### src/rtl/code_lock_pkg.sv
package code_lock_pkg;

  // Color codes used inside the code sequence parameter
  localparam int NUM_COLORS = 3;
  localparam logic [1:0] COL_RED   = 2'd0;
  localparam logic [1:0] COL_GREEN = 2'd1;
  localparam logic [1:0] COL_BLUE  = 2'd2;

  // Default code: red, blue, green, red (element 0 in the low bits)
  localparam int         DEFAULT_LEN = 4;
  localparam logic [7:0] DEFAULT_SEQ = {COL_RED, COL_GREEN, COL_BLUE, COL_RED};

  // Classification of the button panel against the expected color
  typedef enum logic [1:0] {
    PRESS_NONE = 2'd0,
    PRESS_HIT  = 2'd1,
    PRESS_MISS = 2'd2
  } press_t;

endpackage

### src/rtl/code_lock_step_rom.sv
// Maps the current state index to the one-hot color line pattern that it expects.
module code_lock_step_rom #(
  parameter int CODE_LEN = 4,
  parameter logic [2*CODE_LEN-1:0] CODE_SEQ = 8'h18,
  parameter int SW = 3
) (
  input  logic [SW-1:0]                         state_q,
  output logic [code_lock_pkg::NUM_COLORS-1:0]  expected_oh
);
  localparam int NC = code_lock_pkg::NUM_COLORS;

  logic [NC-1:0] step_oh [CODE_LEN];

  // One entry per code element, each a one-hot color line pattern
  for (genvar k = 0; k < CODE_LEN; k++) begin : g_step
    assign step_oh[k] = NC'(1) << CODE_SEQ[2*k +: 2];
  end

  // State k+1 expects element k; other states get an all-zero pattern
  always_comb begin
    expected_oh = '0;
    for (int k = 0; k < CODE_LEN; k++) begin
      if (state_q == SW'(k + 1)) begin
        expected_oh = step_oh[k];
      end
    end
  end

endmodule

### src/rtl/code_lock_press_classify.sv
// Decides whether the panel shows nothing, exactly the expected color, or anything else.
module code_lock_press_classify (
  input  logic [code_lock_pkg::NUM_COLORS-1:0] colors,
  input  logic [code_lock_pkg::NUM_COLORS-1:0] expected_oh,
  input  logic                                 any_press,
  output code_lock_pkg::press_t                press_kind
);
  import code_lock_pkg::*;

  logic exact;

  // The expected color must be the only line high: extra colors are a miss
  assign exact = (colors == expected_oh) && (expected_oh != '0);

  always_comb begin
    if (!any_press) begin
      press_kind = PRESS_NONE;
    end else if (exact) begin
      press_kind = PRESS_HIT;
    end else begin
      press_kind = PRESS_MISS;
    end
  end

endmodule

### src/rtl/code_lock_next_state.sv
// Transition logic: per state, the conditions are mutually exclusive and cover every input.
module code_lock_next_state #(
  parameter int CODE_LEN = 4,
  parameter int SW = 3
) (
  input  logic [SW-1:0]          state_q,
  input  logic                   start,
  input  code_lock_pkg::press_t  press_kind,
  output logic [SW-1:0]          state_d
);
  import code_lock_pkg::*;

  localparam int           NUM_STATES = CODE_LEN + 2;
  localparam logic [SW-1:0] IDLE_ST   = '0;
  localparam logic [SW-1:0] ARMED_ST  = SW'(1);
  localparam logic [SW-1:0] FINAL_ST  = SW'(CODE_LEN + 1);

  logic legal;

  // Unused state codes exist only when the state count is not a power of two
  if (NUM_STATES < (1 << SW)) begin : g_recover
    assign legal = (state_q <= FINAL_ST);
  end else begin : g_full
    assign legal = 1'b1;
  end

  always_comb begin
    state_d = state_q;
    if (!legal) begin
      state_d = IDLE_ST;
    end else if (state_q == IDLE_ST) begin
      if (start) begin
        state_d = ARMED_ST;
      end
    end else if (state_q == FINAL_ST) begin
      state_d = IDLE_ST;
    end else begin
      unique case (press_kind)
        PRESS_NONE: state_d = state_q;
        PRESS_HIT:  state_d = state_q + 1'b1;
        default:    state_d = IDLE_ST;
      endcase
    end
  end

endmodule

### src/rtl/code_lock_state_reg.sv
// State flops with asynchronous active-low reset and an explicit update enable.
module code_lock_state_reg #(
  parameter int SW = 3
) (
  input  logic          clk,
  input  logic          rst_n,
  input  logic [SW-1:0] state_d,
  output logic [SW-1:0] state_q
);
  logic upd_en;

  assign upd_en = (state_d != state_q);

  always_ff @(posedge clk or negedge rst_n) begin
    if (!rst_n) begin
      state_q <= '0;
    end else if (upd_en) begin
      state_q <= state_d;
    end
  end

endmodule

### src/rtl/code_lock_detector.sv
// Top: colored-button unlock code detector (Moore machine).
module code_lock_detector #(
  parameter int CODE_LEN = code_lock_pkg::DEFAULT_LEN,
  parameter logic [2*CODE_LEN-1:0] CODE_SEQ = code_lock_pkg::DEFAULT_SEQ
) (
  input  logic clk,
  input  logic rst_n,
  input  logic start_i,
  input  logic red_i,
  input  logic green_i,
  input  logic blue_i,
  input  logic any_i,
  output logic unlock_o
);
  import code_lock_pkg::*;

  localparam int            NUM_STATES = CODE_LEN + 2;
  localparam int            SW         = $clog2(NUM_STATES);
  localparam logic [SW-1:0] FINAL_ST   = SW'(CODE_LEN + 1);

  logic [SW-1:0]         state_q;
  logic [SW-1:0]         state_d;
  logic [NUM_COLORS-1:0] colors;
  logic [NUM_COLORS-1:0] expected_oh;
  press_t                press_kind;

  // Bit order follows the color codes: bit 0 red, bit 1 green, bit 2 blue
  assign colors = {blue_i, green_i, red_i};

  code_lock_step_rom #(
    .CODE_LEN (CODE_LEN),
    .CODE_SEQ (CODE_SEQ),
    .SW       (SW)
  ) i_rom (
    .state_q     (state_q),
    .expected_oh (expected_oh)
  );

  code_lock_press_classify i_cls (
    .colors      (colors),
    .expected_oh (expected_oh),
    .any_press   (any_i),
    .press_kind  (press_kind)
  );

  code_lock_next_state #(
    .CODE_LEN (CODE_LEN),
    .SW       (SW)
  ) i_nxt (
    .state_q    (state_q),
    .start      (start_i),
    .press_kind (press_kind),
    .state_d    (state_d)
  );

  code_lock_state_reg #(
    .SW (SW)
  ) i_reg (
    .clk     (clk),
    .rst_n   (rst_n),
    .state_d (state_d),
    .state_q (state_q)
  );

  // Moore output: a decode of the state register alone
  assign unlock_o = (state_q == FINAL_ST);

endmodule

### config.mk
export PLATFORM = sky130hd
export DESIGN_NAME = code_lock_detector
export DESIGN_NICKNAME = d
export VERILOG_FILES = /design/src/rtl/code_lock_pkg.sv /design/src/rtl/code_lock_step_rom.sv /design/src/rtl/code_lock_press_classify.sv /design/src/rtl/code_lock_next_state.sv /design/src/rtl/code_lock_state_reg.sv /design/src/rtl/code_lock_detector.sv
export SDC_FILE = /design/constraint.sdc
export NUM_CORES = 1
export LEC_CHECK = 0
export BUFFER_PORTS_ARGS = -buffer_cell sky130_fd_sc_hd__buf_2
export CAP_MARGIN = 20
export CELL_PAD_IN_SITES_DETAIL_PLACEMENT = 1
export CELL_PAD_IN_SITES_GLOBAL_PLACEMENT = 1
export CORE_AREA = 3 3 40 42
export DETAILED_ROUTE_END_ITERATION = 10
export DIE_AREA = 0 0 43 45
export PLACE_DENSITY_LB_ADDON = 0.1
export SLEW_MARGIN = 20
export SYNTH_ARGS = -nofsm -noshare
export SYNTH_HDL_FRONTEND = slang
export SYNTH_HIERARCHICAL = 1
export SYNTH_SLANG_ARGS = --single-unit
### constraint.sdc
create_clock -name clk -period 2.8 [get_ports clk]
set_clock_uncertainty 0.2 [all_clocks]
set_input_delay 0.56 -clock clk [delete_from_list [all_inputs] [get_ports clk]]
set_output_delay 0.56 -clock clk [all_outputs]
set_load 0.02 [all_outputs]
==> results of run 1 <==
[cells by family after synthesis]
group,after synthesis,share of synthesized area [%]
compound gates,6,10.6
flops,3,22.7
fa+ha+maj,3,11.4
mux,3,9.85
simple gates,15,29.2
buf+inv,5,5.68
xor+xnor,4,10.6
[metal layers]
metal	vias to the layer above	global-route usage (%)	wire [um]
li1	152	-	-
met1	129	10.1	340
met2	6	16.2	377
met3	0	1.59	42
met4	0	3.61	0
met5	-	0	0
[layout make-up]
cell class	instances	area (sq um)
Fill cell	159	868
Sequential cell	3	75.1
Timing Repair Buffer	9	52.6
Tap cell	15	18.8
Multi-Input combinational cell	31	236
Clock buffer	4	26.3
Inverter	2	7.51
[how the worst max path moves through the flow]
stage                             to  slack, ps  cells past startpoint
finish              i_reg/state_q[2]        340                      7
global route        i_reg/state_q[2]        210                      7
CTS                 i_reg/state_q[2]        330                      7
floorplan           i_reg/state_q[2]        520                      8
global placement    i_reg/state_q[2]        410                      7
detailed placement  i_reg/state_q[2]        340                      7
[stage by stage]
stage	hold slack [ps]	worst slack [ps]
floorplan	64.4	523
global placement	154	407
detailed placement	157	344
CTS	422	329
global route	435	210
finish	422	342
[power by group]
group | switching [mW] | internal (mW)
Sequential | 0.0228 | 0.0515
Combinational | 0.0476 | 0.0422
Clock | 0.0206 | 0.0533
[layout by cell type, fill, tap and decap left out, drive strengths merged, types with 2 or more instances in the layout]
cell    n
and3b   3
nor3b   2
dfrtp   3
xor2    3
inv     2
clkbuf  4
nor2    2
mux2    2
ha      3
a21oi   3
buf     8
nand2   2
[tightest hold or removal path: stages]
cell and delay [ps]:
buf_2 90, nand3b_1 90, nand2_1 60
[timing repair]
item	CTS	global route
endpoints found under the setup margin	0	0
hold buffers	1	0
hold endpoints to repair	3	0
resized for setup	0	0
==> key figures, run 1 <==
Outcome
  • Status: finished clean

GRT
  • First-pass GRT wire length: 1300 um
  • Vias in the first global route: 306
  • Initial antenna violation count: 0
  • GRT Util Overall: 8.83%
  • Total global routing overflow: 0
  • Pin count of the biggest net entering global routing: 11

Timing
  • Period minus WS final: 2460 ps
  • Rel. slew slack: 76.6%
  • Fmax: 0.407 GHz
  • Post-route setup TNS: 0 ps
  • Final Hold Fails: 0
  • Least-Margin Pin Slew: 351 ps
  • Period Utilization, post-route: 87.8%
  • Final Max Tran Viols: 0
  • Final setup vio count: 0
  • RSZ-0062 raised after global routing: false

Routing
  • Initial detailed-routing violation count: 3
  • Via density: 4.48
  • Avg WL per Cell: 11.9 um
  • DR vias: 287
  • Pre-antenna DRT Iters: 3
  • Drt drc: 0
  • Post-Route WL: 759 um
  • ANT nets after route: 0

Critical path
  • Crit path required time: 2710 ps
  • Worst-path cell chain: nor3b_1 -> xor2_1 -> nor4_1 -> and2_1 -> nand2_1 -> mux2_1 -> and3b_1
  • Top delay family on crit path: simple AND/OR/NAND/NOR gates
  • Reg-to-reg startpoint: i_reg/state_q[0]
  • Critical Path Source Type: register
  • Reg2reg path depth: 7
  • Worst setup EP type: register
  • Worst Setup SP: i_reg/state_q[0]
  • Worst R2R End: i_reg/state_q[2]
  • Crit path max-delay cell type: dfrtp_1
  • Arr. time, crit path: 2370 ps
  • Setup CP Type: reg -> reg
  • Number of buffers and inverters on the critical path: 0
  • Flop-to-flop setup slack: 340 ps
  • CP peak stage delay: 490 ps
  • Max FO, Critical Path: 10

Power and ir drop
  • Final Power: 0.238 mW
  • Pwr dens: 571 nW/um^2
  • VDD IR-drop max: 285 uV
  • Static leakage: 0.215 nW

Synth
  • Mapped Cells: 39
  • Flops & latches, synth: 3
  • Synth cell types: 24
  • Mean Syn Cell Area: 8.47 sq um
  • Area contributors post-synth: dfrtp_1 23%, ha_1 11%, xor2_1 8.0%
  • Ys Warns: 6
  • Syn nets: 49
  • Post-synth ARST share: 100%
  • Post-synth EDFFs: 0
  • Yosys top cell area share: 22.7%
  • Post-synth top cells: 3 x a21oi_1, 3 x clkbuf_1, 3 x dfrtp_1, 3 x ha_1, 3 x xor2_1
  • Commonest register cell after synthesis: dfrtp_1
  • Area of the mapped netlist: 330 sq um
  • Cell accounting for the most synthesized area: dfrtp_1
  • Sequential share of the synthesized area: 22.7%

Placed design
  • Final HPWL DP: 618 um
  • Gpl congestion: 0.740
  • PortBufs: 7
  • Placed cells: 59
  • Area after DPL: 380 sq um

Floorplan
  • Die Height: 45 um
  • Starting density of the core: 25.7%
  • # rows: 13
  • IO Pins: 8
  • DIE AREA: 1940 sq um
  • Core Area: 1280 sq um
  • Die Wd: 43 um

CTS
  • Clk slew on worst S/H paths: 40 ps
  • Post-CTS setup buffers: 0
  • Clock sinks: 3
  • Max Buffers Root-to-Sink: 2
  • H-tree depth: 1
  • TritonCTS clock tree: built
  • CTS buffer count: 3
  • Clk_lat worst skew: 230 ps
  • Clk root buf: clkbuf_4

Final layout
  • Layout cells sized above 1: 26.5%
  • Cell area after layout: 417 sq um
  • Max FFs per register: 3
  • Area grow syn2layout: 26.1%
  • Layout Cells excl Fill: 64
  • Regs by FF count: i_reg/state_q (3)
  • N_diodes: 0
  • Top reg by flops: i_reg/state_q
  • Fin nets: 60
  • Final Util: 32.4%

Job
  • Max Cap Viol: 0

Min path
  • Hold Path End: i_reg/state_q[1]
  • Hold Path Depth: 3
  • HP Start: start_i
  • Min-delay worst type: in -> reg
Power figures use the tool's default switching activity.
==> inputs of run 2 (changes only) <==
==> constraint.sdc (replaced) <==
create_clock -name clk -period 3.2 [get_ports clk]
set_clock_uncertainty 0.2 [all_clocks]
set_input_delay 0.64 -clock clk [delete_from_list [all_inputs] [get_ports clk]]
set_output_delay 0.64 -clock clk [all_outputs]
set_load 0.02 [all_outputs]
==> run 2 against run 1 <==
Net effect:
- setup slack improved by 420 ps
- cell area fell by 1.8%
- die area did not move
- cell count fell by 1.6%
- combinational power fell by 14%
- routed wire length fell by 0.40%
- maximum frequency rose by 0.79%
- count of clock-buffer cells in the layout did not move
- non-clock buffer count fell by 1
- global-route usage rose by 1.1 points
- largest cell class unchanged
==> key figures, run 2 (synthesis results as in run 1) <==
Timing
  • Least-Margin Pin Slew: 317 ps
  • Post-route setup TNS: 0 ps
  • Period Utilization, post-route: 76.2%
  • Final setup vio count: 0
  • Rel. slew slack: 78.7%
  • Final worst setup slack: 761 ps
  • RSZ-0062 raised after global routing: false
  • Final Max Tran Viols: 0
  • Period minus WS final: 2440 ps
  • Final Hold Fails: 0
  • Fmax: 0.410 GHz

GRT
  • First-pass GRT wire length: 1470 um
  • Initial antenna violation count: 0
  • Total global routing overflow: 0
  • Pin count of the biggest net entering global routing: 11
  • GRT Util Overall: 9.91%
  • Vias in the first global route: 368

Critical path
  • Arr. time, crit path: 2350 ps
  • Number of buffers and inverters on the critical path: 0
  • Crit path max-delay cell type: dfrtp_1
  • Setup CP Type: reg -> reg
  • Worst-path cell chain: nor3b_1 -> xor2_1 -> nor4_1 -> and2_1 -> nand2_1 -> mux2_1 -> and3b_1
  • Crit path required time: 3110 ps
  • Worst setup EP type: register
  • Max FO, Critical Path: 10
  • Top delay family on crit path: simple AND/OR/NAND/NOR gates
  • Critical Path Source Type: register
  • CP peak stage delay: 490 ps

Power and ir drop
  • VDD IR-drop max: 243 uV
  • Pwr dens: 503 nW/um^2
  • Static leakage: 0.209 nW

Final layout
  • Area grow syn2layout: 23.9%
  • N_diodes: 0
  • Layout cells sized above 1: 25.0%
  • Regs by FF count: i_reg/state_q (3)
  • Top reg by flops: i_reg/state_q
  • Fillers: 159
  • Fin nets: 59
  • Max FFs per register: 3
  • Most common cell after layout, fill and taps aside: buf_2

CTS
  • H-tree depth: 1
  • CTS buffer count: 3
  • TritonCTS clock tree: built
  • Clock sinks: 3
  • Clk slew on worst S/H paths: 40 ps
  • Max Buffers Root-to-Sink: 2
  • Clk_lat worst skew: 230 ps
  • Clk root buf: clkbuf_4

Floorplan
  • # rows: 13
  • Die Height: 45 um
  • IO Pins: 8
  • Starting density of the core: 25.7%
  • Die Wd: 43 um
  • DIE AREA: 1940 sq um
  • Core Area: 1280 sq um

Routing
  • Post-Route WL: 756 um
  • Drt drc: 0
  • Avg WL per Cell: 12.0 um
  • Initial detailed-routing violation count: 0
  • Via density: 4.73
  • Pre-antenna DRT Iters: 1
  • ANT nets after route: 0
  • DR vias: 298

Job
  • Max Cap Viol: 0

Placed design
  • Pre-CTS setup slack: 741 ps
  • Gpl congestion: 0.798
  • PortBufs: 7

Outcome
  • Status: finished clean

Min path
  • Min-delay worst type: in -> reg
-- run 2: routing by layer --
metal  track usage [%]  share of wire, %  vias up
met2              18.9                53        6
met3              3.98               6.3        0
met1              8.92                41      142
met4              5.42                 0        0
li1                  -                 -      150
met5                 0                 0        -
-- run 2: final timing paths --
| kind | endpoint | slack [ps] | depth (start not counted) | from |
|---|---|---|---|---|
| max | i_reg/state_q[2] | 760 | 7 | i_reg/state_q[1] |
| min | i_reg/state_q[1] | 490 | 3 | start_i |
| max reg2reg | i_reg/state_q[2] | 760 | 7 | i_reg/state_q[1] |
| max in group asynchronous | i_reg/state_q[1] | 2150 | 2 | rst_n |
| min in group asynchronous | i_reg/state_q[2] | 540 | 2 | rst_n |
| min reg2reg | i_reg/state_q[1] | 490 | 2 | i_reg/state_q[1] |
-- run 2: stage by stage --
stage          power (mW)  util, %  instance area [sq um]  hold slack [ps]  instances
2_1_floorplan       0.122        -                    330              144         39
3_3_place_gp        0.139     29.0                    373              233         58
3_5_place_dp        0.142     29.0                    373              235         58
4_1_cts             0.211     31.8                    409              496         63
5_1_grt             0.234     31.8                    409              499         63
6_report            0.206     31.8                    409              493         63
-- run 2: where the power goes --
part           switching (mW)  leakage, nW  internal (mW)
clock                  0.0182       0.0150         0.0466
sequential             0.0188       0.0397         0.0451
combinational          0.0413        0.154         0.0356
total                  0.0783        0.209          0.127
-- run 2: worst min-delay path, stage by stage --
cell and delay [ps]:
buf_2 80, nand3b_1 90, nand2_1 60
-- run 2: timing repair --
item                      CTS  global route
buffers inserted            0             0
hold buffers                1             0
gates resized for setup     0             0
hold endpoints to repair    3             0
-- run 2: layout make-up --
class / instances / area [sq um] / share of cell area, %
multi-input combinational: 31 / 236 / 57.8
sequential: 3 / 75.1 / 18.3
timing repair buffer: 8 / 45.0 / 11.0
clock buffer: 4 / 26.3 / 6.42
tap: 15 / 18.8 / 4.59
inverter: 2 / 7.51 / 1.83
